[src/rtl/boot_seq_pkg.sv]
// Shared types for the boot reset sequencer.
// Assumes: no other package defines the same names.
package boot_seq_pkg;

    // Phase of the vector fetch once the internal reset is released.
    typedef enum logic [1:0] {
        BOOT_ARMED = 2'd0,   // waiting for stabilization, then fetching
        BOOT_LOAD  = 2'd1,   // vector captured, PC load strobe
        BOOT_DONE  = 2'd2    // core released
    } boot_state_e;

endpackage

[src/rtl/boot_rst_sync.sv]
// Reset synchronizer for the external pin combined with the watchdog request.
// What it does: the pin clears the chain asynchronously, and ones shift in on clock edges.
// The watchdog request clears the chain synchronously.
// Assumes: STAGES >= 2, and wdt_req is synchronous to clk.
module boot_rst_sync #(
    parameter int STAGES = 2
) (
    input  logic clk,
    input  logic pin_n,
    input  logic wdt_req,
    output logic rst_n
);

    logic [STAGES-1:0] chain_q;

    // Asynchronous assertion from the pin, synchronous clear from the watchdog, synchronous release.
    always_ff @(posedge clk or negedge pin_n) begin
        if (!pin_n) begin
            chain_q <= '0;
        end else if (wdt_req) begin
            chain_q <= '0;
        end else begin
            chain_q <= {chain_q[STAGES-2:0], 1'b1};
        end
    end

    assign rst_n = chain_q[STAGES-1];

endmodule

[src/rtl/boot_stab_timer.sv]
// Oscillator stabilization timer.
// What it does: counts rising edges after the internal reset releases and sets a
// sticky flag once STAB_CYCLES edges have passed.
// Assumes: STAB_CYCLES >= 1, and rst_n is synchronous active low.
module boot_stab_timer #(
    parameter int STAB_CYCLES = 64
) (
    input  logic clk,
    input  logic rst_n,
    output logic expired
);

    localparam int CNT_W = (STAB_CYCLES > 1) ? $clog2(STAB_CYCLES) : 1;

    logic [CNT_W-1:0] cnt_q;
    logic             expired_q;

    // Count edges until the limit is reached, then hold the flag.
    always_ff @(posedge clk) begin
        if (!rst_n) begin
            cnt_q     <= '0;
            expired_q <= 1'b0;
        end else if (!expired_q) begin
            if (cnt_q == CNT_W'(STAB_CYCLES - 1)) begin
                expired_q <= 1'b1;
            end
            cnt_q <= cnt_q + 1'b1;
        end
    end

    assign expired = expired_q;

endmodule

[src/rtl/boot_vec_fetch.sv]
// Reset vector fetch state machine.
// What it does: once `start` is high, requests a read, captures the returned word
// on the valid handshake, pulses the load strobe, then reports done.
// Assumes: rst_n is synchronous active low, and start is sticky until reset.
module boot_vec_fetch
    import boot_seq_pkg::*;
#(
    parameter int DATA_W = 24
) (
    input  logic              clk,
    input  logic              rst_n,
    input  logic              start,
    input  logic [DATA_W-1:0] rdata,
    input  logic              rvalid,
    output logic              req,
    output logic              load,
    output logic [DATA_W-1:0] pc,
    output logic              done
);

    boot_state_e       state_q;
    logic [DATA_W-1:0] pc_q;

    // Advance the fetch phases and capture the vector on the handshake.
    always_ff @(posedge clk) begin
        if (!rst_n) begin
            state_q <= BOOT_ARMED;
            pc_q    <= '0;
        end else begin
            unique case (state_q)
                BOOT_ARMED: begin
                    if (start && rvalid) begin
                        pc_q    <= rdata;
                        state_q <= BOOT_LOAD;
                    end
                end
                BOOT_LOAD: state_q <= BOOT_DONE;
                BOOT_DONE: state_q <= BOOT_DONE;
                default:   state_q <= BOOT_ARMED;
            endcase
        end
    end

    // Decode the outputs from the current phase.
    always_comb begin
        req  = (state_q == BOOT_ARMED) && start;
        load = (state_q == BOOT_LOAD);
        done = (state_q == BOOT_DONE);
    end

    assign pc = pc_q;

endmodule

[src/rtl/boot_reset_seq.sv]
// Boot reset release sequencer (top).
// What it does: combines the reset pin and the watchdog request into the internal reset,
// waits STAB_CYCLES edges, fetches the reset vector from VEC_BASE and releases the core.
// Assumes: one clock domain (the internal oscillator), and memory answers with a valid strobe.
module boot_reset_seq #(
    parameter int                 ADDR_W      = 24,
    parameter int                 DATA_W      = 24,
    parameter int                 STAB_CYCLES = 64,
    parameter int                 SYNC_STAGES = 2,
    parameter logic [ADDR_W-1:0]  VEC_BASE    = '0
) (
    input  logic              clk,
    input  logic              rst_pin_n,
    input  logic              wdt_rst_req,
    input  logic [DATA_W-1:0] mem_rdata,
    input  logic              mem_rvalid,
    output logic              int_rst_n,
    output logic              mem_req,
    output logic [ADDR_W-1:0] mem_addr,
    output logic              pc_load,
    output logic [DATA_W-1:0] pc_value,
    output logic              regs_clear,
    output logic              boot_done
);

    logic sync_rst_n;
    logic stab_expired;
    logic fetch_req;
    logic fetch_load;
    logic fetch_done;

    boot_rst_sync #(.STAGES(SYNC_STAGES)) u_sync (
        .clk     (clk),
        .pin_n   (rst_pin_n),
        .wdt_req (wdt_rst_req),
        .rst_n   (sync_rst_n)
    );

    boot_stab_timer #(.STAB_CYCLES(STAB_CYCLES)) u_stab (
        .clk     (clk),
        .rst_n   (sync_rst_n),
        .expired (stab_expired)
    );

    boot_vec_fetch #(.DATA_W(DATA_W)) u_fetch (
        .clk    (clk),
        .rst_n  (sync_rst_n),
        .start  (stab_expired),
        .rdata  (mem_rdata),
        .rvalid (mem_rvalid),
        .req    (fetch_req),
        .load   (fetch_load),
        .pc     (pc_value),
        .done   (fetch_done)
    );

    // Gate every strobe with the internal reset so that an asynchronous pin assertion silences them at once.
    always_comb begin
        int_rst_n  = sync_rst_n;
        regs_clear = !sync_rst_n;
        mem_req    = sync_rst_n && fetch_req;
        pc_load    = sync_rst_n && fetch_load;
        boot_done  = sync_rst_n && fetch_done;
        mem_addr   = mem_req ? VEC_BASE : '0;
    end

endmodule

[config.mk]
export PLATFORM = sky130hd
export DESIGN_NAME = boot_reset_seq
export DESIGN_NICKNAME = d
export VERILOG_FILES = /design/src/rtl/boot_seq_pkg.sv /design/src/rtl/boot_rst_sync.sv /design/src/rtl/boot_stab_timer.sv /design/src/rtl/boot_vec_fetch.sv /design/src/rtl/boot_reset_seq.sv
export SDC_FILE = /design/constraint.sdc
export NUM_CORES = 1
export LEC_CHECK = 0
export ABC_AREA = 1
export BUFFER_PORTS_ARGS = -buffer_cell sky130_fd_sc_hd__buf_4
export CELL_PAD_IN_SITES_DETAIL_PLACEMENT = 1
export CELL_PAD_IN_SITES_GLOBAL_PLACEMENT = 1
export CORE_UTILIZATION = 36
export CTS_BUF_LIST = sky130_fd_sc_hd__clkbuf_4 sky130_fd_sc_hd__clkbuf_8 sky130_fd_sc_hd__clkbuf_16
export DETAILED_ROUTE_END_ITERATION = 10
export PLACE_DENSITY_LB_ADDON = 0.1
export SETUP_SLACK_MARGIN = 0.4
export SLEW_MARGIN = 20
export SYNTH_ARGS = -nofsm -noshare
export SYNTH_HDL_FRONTEND = slang
export SYNTH_SLANG_ARGS = --single-unit
[constraint.sdc]
create_clock -name clk -period 1.9 [get_ports clk]
set_input_delay 0.095 -clock clk [delete_from_list [all_inputs] [get_ports clk]]
set_output_delay 0.095 -clock clk [all_outputs]
set_load 0.01 [all_outputs]
==> impl_metrics.yaml <==
run_status:
  status: "finished, final reports clean"
yosys:
  syn_area_um2: 1820
  synth_area_leaders: "dfxtp_1, nand3_2, buf_4, a21oi_2, nand2_1"
  yosys_warnings: 0
  async_reset_ff_share_pct: 5.71
  synth.most_common_cell: "nand2_1"
  synthMuxAreaShare_pct: 0
  synth_seq_cells: 35
  yosys.cell_types.count: 22
  synth_cells: 201
  yosys.area_share.simple_pct: 26.8
  synth_top_family_by_area: "simple AND/OR/NAND/NOR gates"
  synth_top_area_cell: "dfxtp_1"
  synth_top_area_share_pct: 36.3
  ys_seq_area_share_pct: 39.1
  synthAdderAreaFrac_pct: 2.75
  synth-compound-area-share_pct: 12.5
  synthTopCellsByCount: "nand2_1, dfxtp_1, buf_4"
  synthXorXnorAreaFrac_pct: 0
  synth.avg_cell_area_um2: 9.04
  synth-edff-count: 0
  ys_dominant_reg_cell: "dfxtp_1"
layout:
  seq_area_um2: 711
  final_nets: 293
  diodes: 0
  multi_input_comb_area_um2: 885
  area_growth_pct: 27.5
  final_cells: 329
  design_area_um2: 2320
  fillers: 581
  drive_gt1_share_pct: 45.4
setup_path:
  crit_chain: "inv_1, ha_2, nand2_1, nor2_1, buf_4"
  crit_arrival_ps: 1320
  criticalPathCategory: "reg2out"
  critPathMaxStageDelay_ps: 330
  reg2reg_depth: 6
  crit_path_top_delay_cell: "dfxtp_1"
  crit_fanout: 4
  end_kind: "output port"
  crit_required_ps: 1800
  startpoint_type: "flip-flop"
routing:
  vias: 1436
  drc: 0
  wl_um: 3940
  drt-pass1-iter-count: 4
  drt_iter0_drc: 44
  vias_per_cell: 4.36
  drtAntennaViolNets: 0
  wire_per_inst_um: 12.0
power:
  leakagePower_uw: 0.000944
  peakVddDrop_mv: 0.325
  powerDensity_nw_per_um2: 625
floorplanning:
  core_area_um2: 4790
  die_w_um: 73.1
  rows: 25
  start_util_pct: 38.0
  die_area_um2: 5340
  ios: 81
  dieHeight_um: 73.1
global_routing:
  antenna_found_initial: 0
  grt_pass1_wl_um: 6610
  track_usage_pct: 16.0
  grt_max_degree: 27
  grt_pass1_vias: 1431
  overflow: 0
sta:
  finalSetupViolCount: 0
  finalClockSkew_ps: 7.32
  rsz0062_at_grt: "false"
  slew_viol_final: 0
  finalCritPeriodShare_pct: 74.4
  finalSetupTns_ps: 0
  hold_viol_final: 0
  max_freq_mhz: 708
  fin_crit_ps: 1410
worst_hold_path:
  hold_depth: 3
  hold_class: "in2reg"
clock_tree:
  worstSkewPairLatency_ps: 280
  clk_pin_slew_worst_paths_ps: 70
  cts_setup_buffers: 0
  numCtsBuffers: 5
  htree_levels: 2
  clk_path_buf_depth: 2
  cts.sinks: 35
  cts_root_buffer: "clkbuf_8"
  cts_tree: "done"
placement:
  dpl-instance-area_um2: 2160
  portBuffers: 56
  gp_congestion: 0.667
  hpwlAfterDp_um: 2870
  placed_cells: 318
run:
  drv_cap: 0
-- kinds of logic (layout without fill, tap and decap cells) --
group                      count (synthesis)  after routing
DFF                                       35             35
adders and majority gates                  4              4
other                                      1             24
buffers and inverters                     48             85
AOI/OAI and AO/OA                         31             31
and+or+nand+nor                           82             83
-- flip-flops by register name, summed over array words and instances (netlist names) --
| signal | count |
|---|---|
| u_stab.cnt_q | 6 |
| u_fetch.pc | 24 |
| u_sync.chain_q | 2 |
| u_fetch.state_q | 2 |
| u_stab.expired | 1 |
-- final cells by class --
| cell class | instances | area share, % |
|---|---|---|
| Clock buffer | 8 | 4.48 |
| Inverter | 14 | 2.27 |
| Multi-Input combinational cell | 142 | 38.2 |
| Sequential cell | 35 | 30.7 |
| Tap cell | 67 | 3.62 |
| Timing Repair Buffer | 63 | 20.8 |
-- stage by stage --
stage	worst slack (ps)	total power (µW)	hold slack, ps	utilization (%)
floorplan	643	838	-201	-
global placement	424	862	-120	45.2
detailed placement	373	863	-120	45.2
CTS	442	1470	74.0	47.9
global route	416	1510	76.7	48.4
finish	487	1450	77.0	48.4
-- critical path: cells and delay by family, from the launching register on --
family / cells / cell delay, ps
flip-flops: 1 / 330
adder cells (fa/ha/maj): 1 / 280
AND/OR/NAND/NOR: 2 / 220
buffers and inverters: 2 / 210
-- layout by cell type (no fill, tap or decap), drive strengths merged --
cell type,synthesis,layout
a21oi,30,30
buf,34,61
clkbuf,0,8
conb,1,24
dfrtp,2,2
dfxtp,33,33
dlygate4sd3,0,2
ha,4,4
inv,14,14
nand2,43,44
nand3,27,27
nand4,1,1
nor2,10,10
nor3,1,1
o21ai,1,1
-- report_power, final --
part	internal, µW	total (µW)	switching (µW)
logic	48.5	108	59.4
clock network	345	601	255
registers	738	741	2.58
total	1130	1450	317
-- per-layer routing --
| layer | part of all wire, % | vias to the layer above | routed length, µm | track usage (%) |
|---|---|---|---|---|
| li1 | - | 719 | - | - |
| met1 | 45 | 664 | 1760 | 20.8 |
| met2 | 48 | 49 | 1880 | 25.2 |
| met3 | 6.6 | 4 | 259 | 4.70 |
| met4 | 1.1 | 0 | 42 | 5.88 |
| met5 | 0 | - | 0 | 0 |
-- timing repair --
action,4_1_cts,5_1_grt
hold endpoints to repair,4,0
hold buffers,2,0
resized for setup,1,2
cloned,0,1
pin swaps,0,1
setup endpoints to repair,19,21
-- worst paths after layout --
check	start	end	slack, ps
max reg2reg	u_fetch.state_q[1]	u_fetch.pc[5]	550
max in group asynchronous	rst_pin_n	u_sync.chain_q[0]	1690
min in group asynchronous	rst_pin_n	u_sync.chain_q[1]	130
min reg2reg	u_stab.cnt_q[4]	u_stab.cnt_q[4]	460
max	u_fetch.state_q[1]	mem_req	490
min	mem_rdata[23]	u_fetch.pc[23]	80
Note: power is estimated with default switching activity, not from simulation.
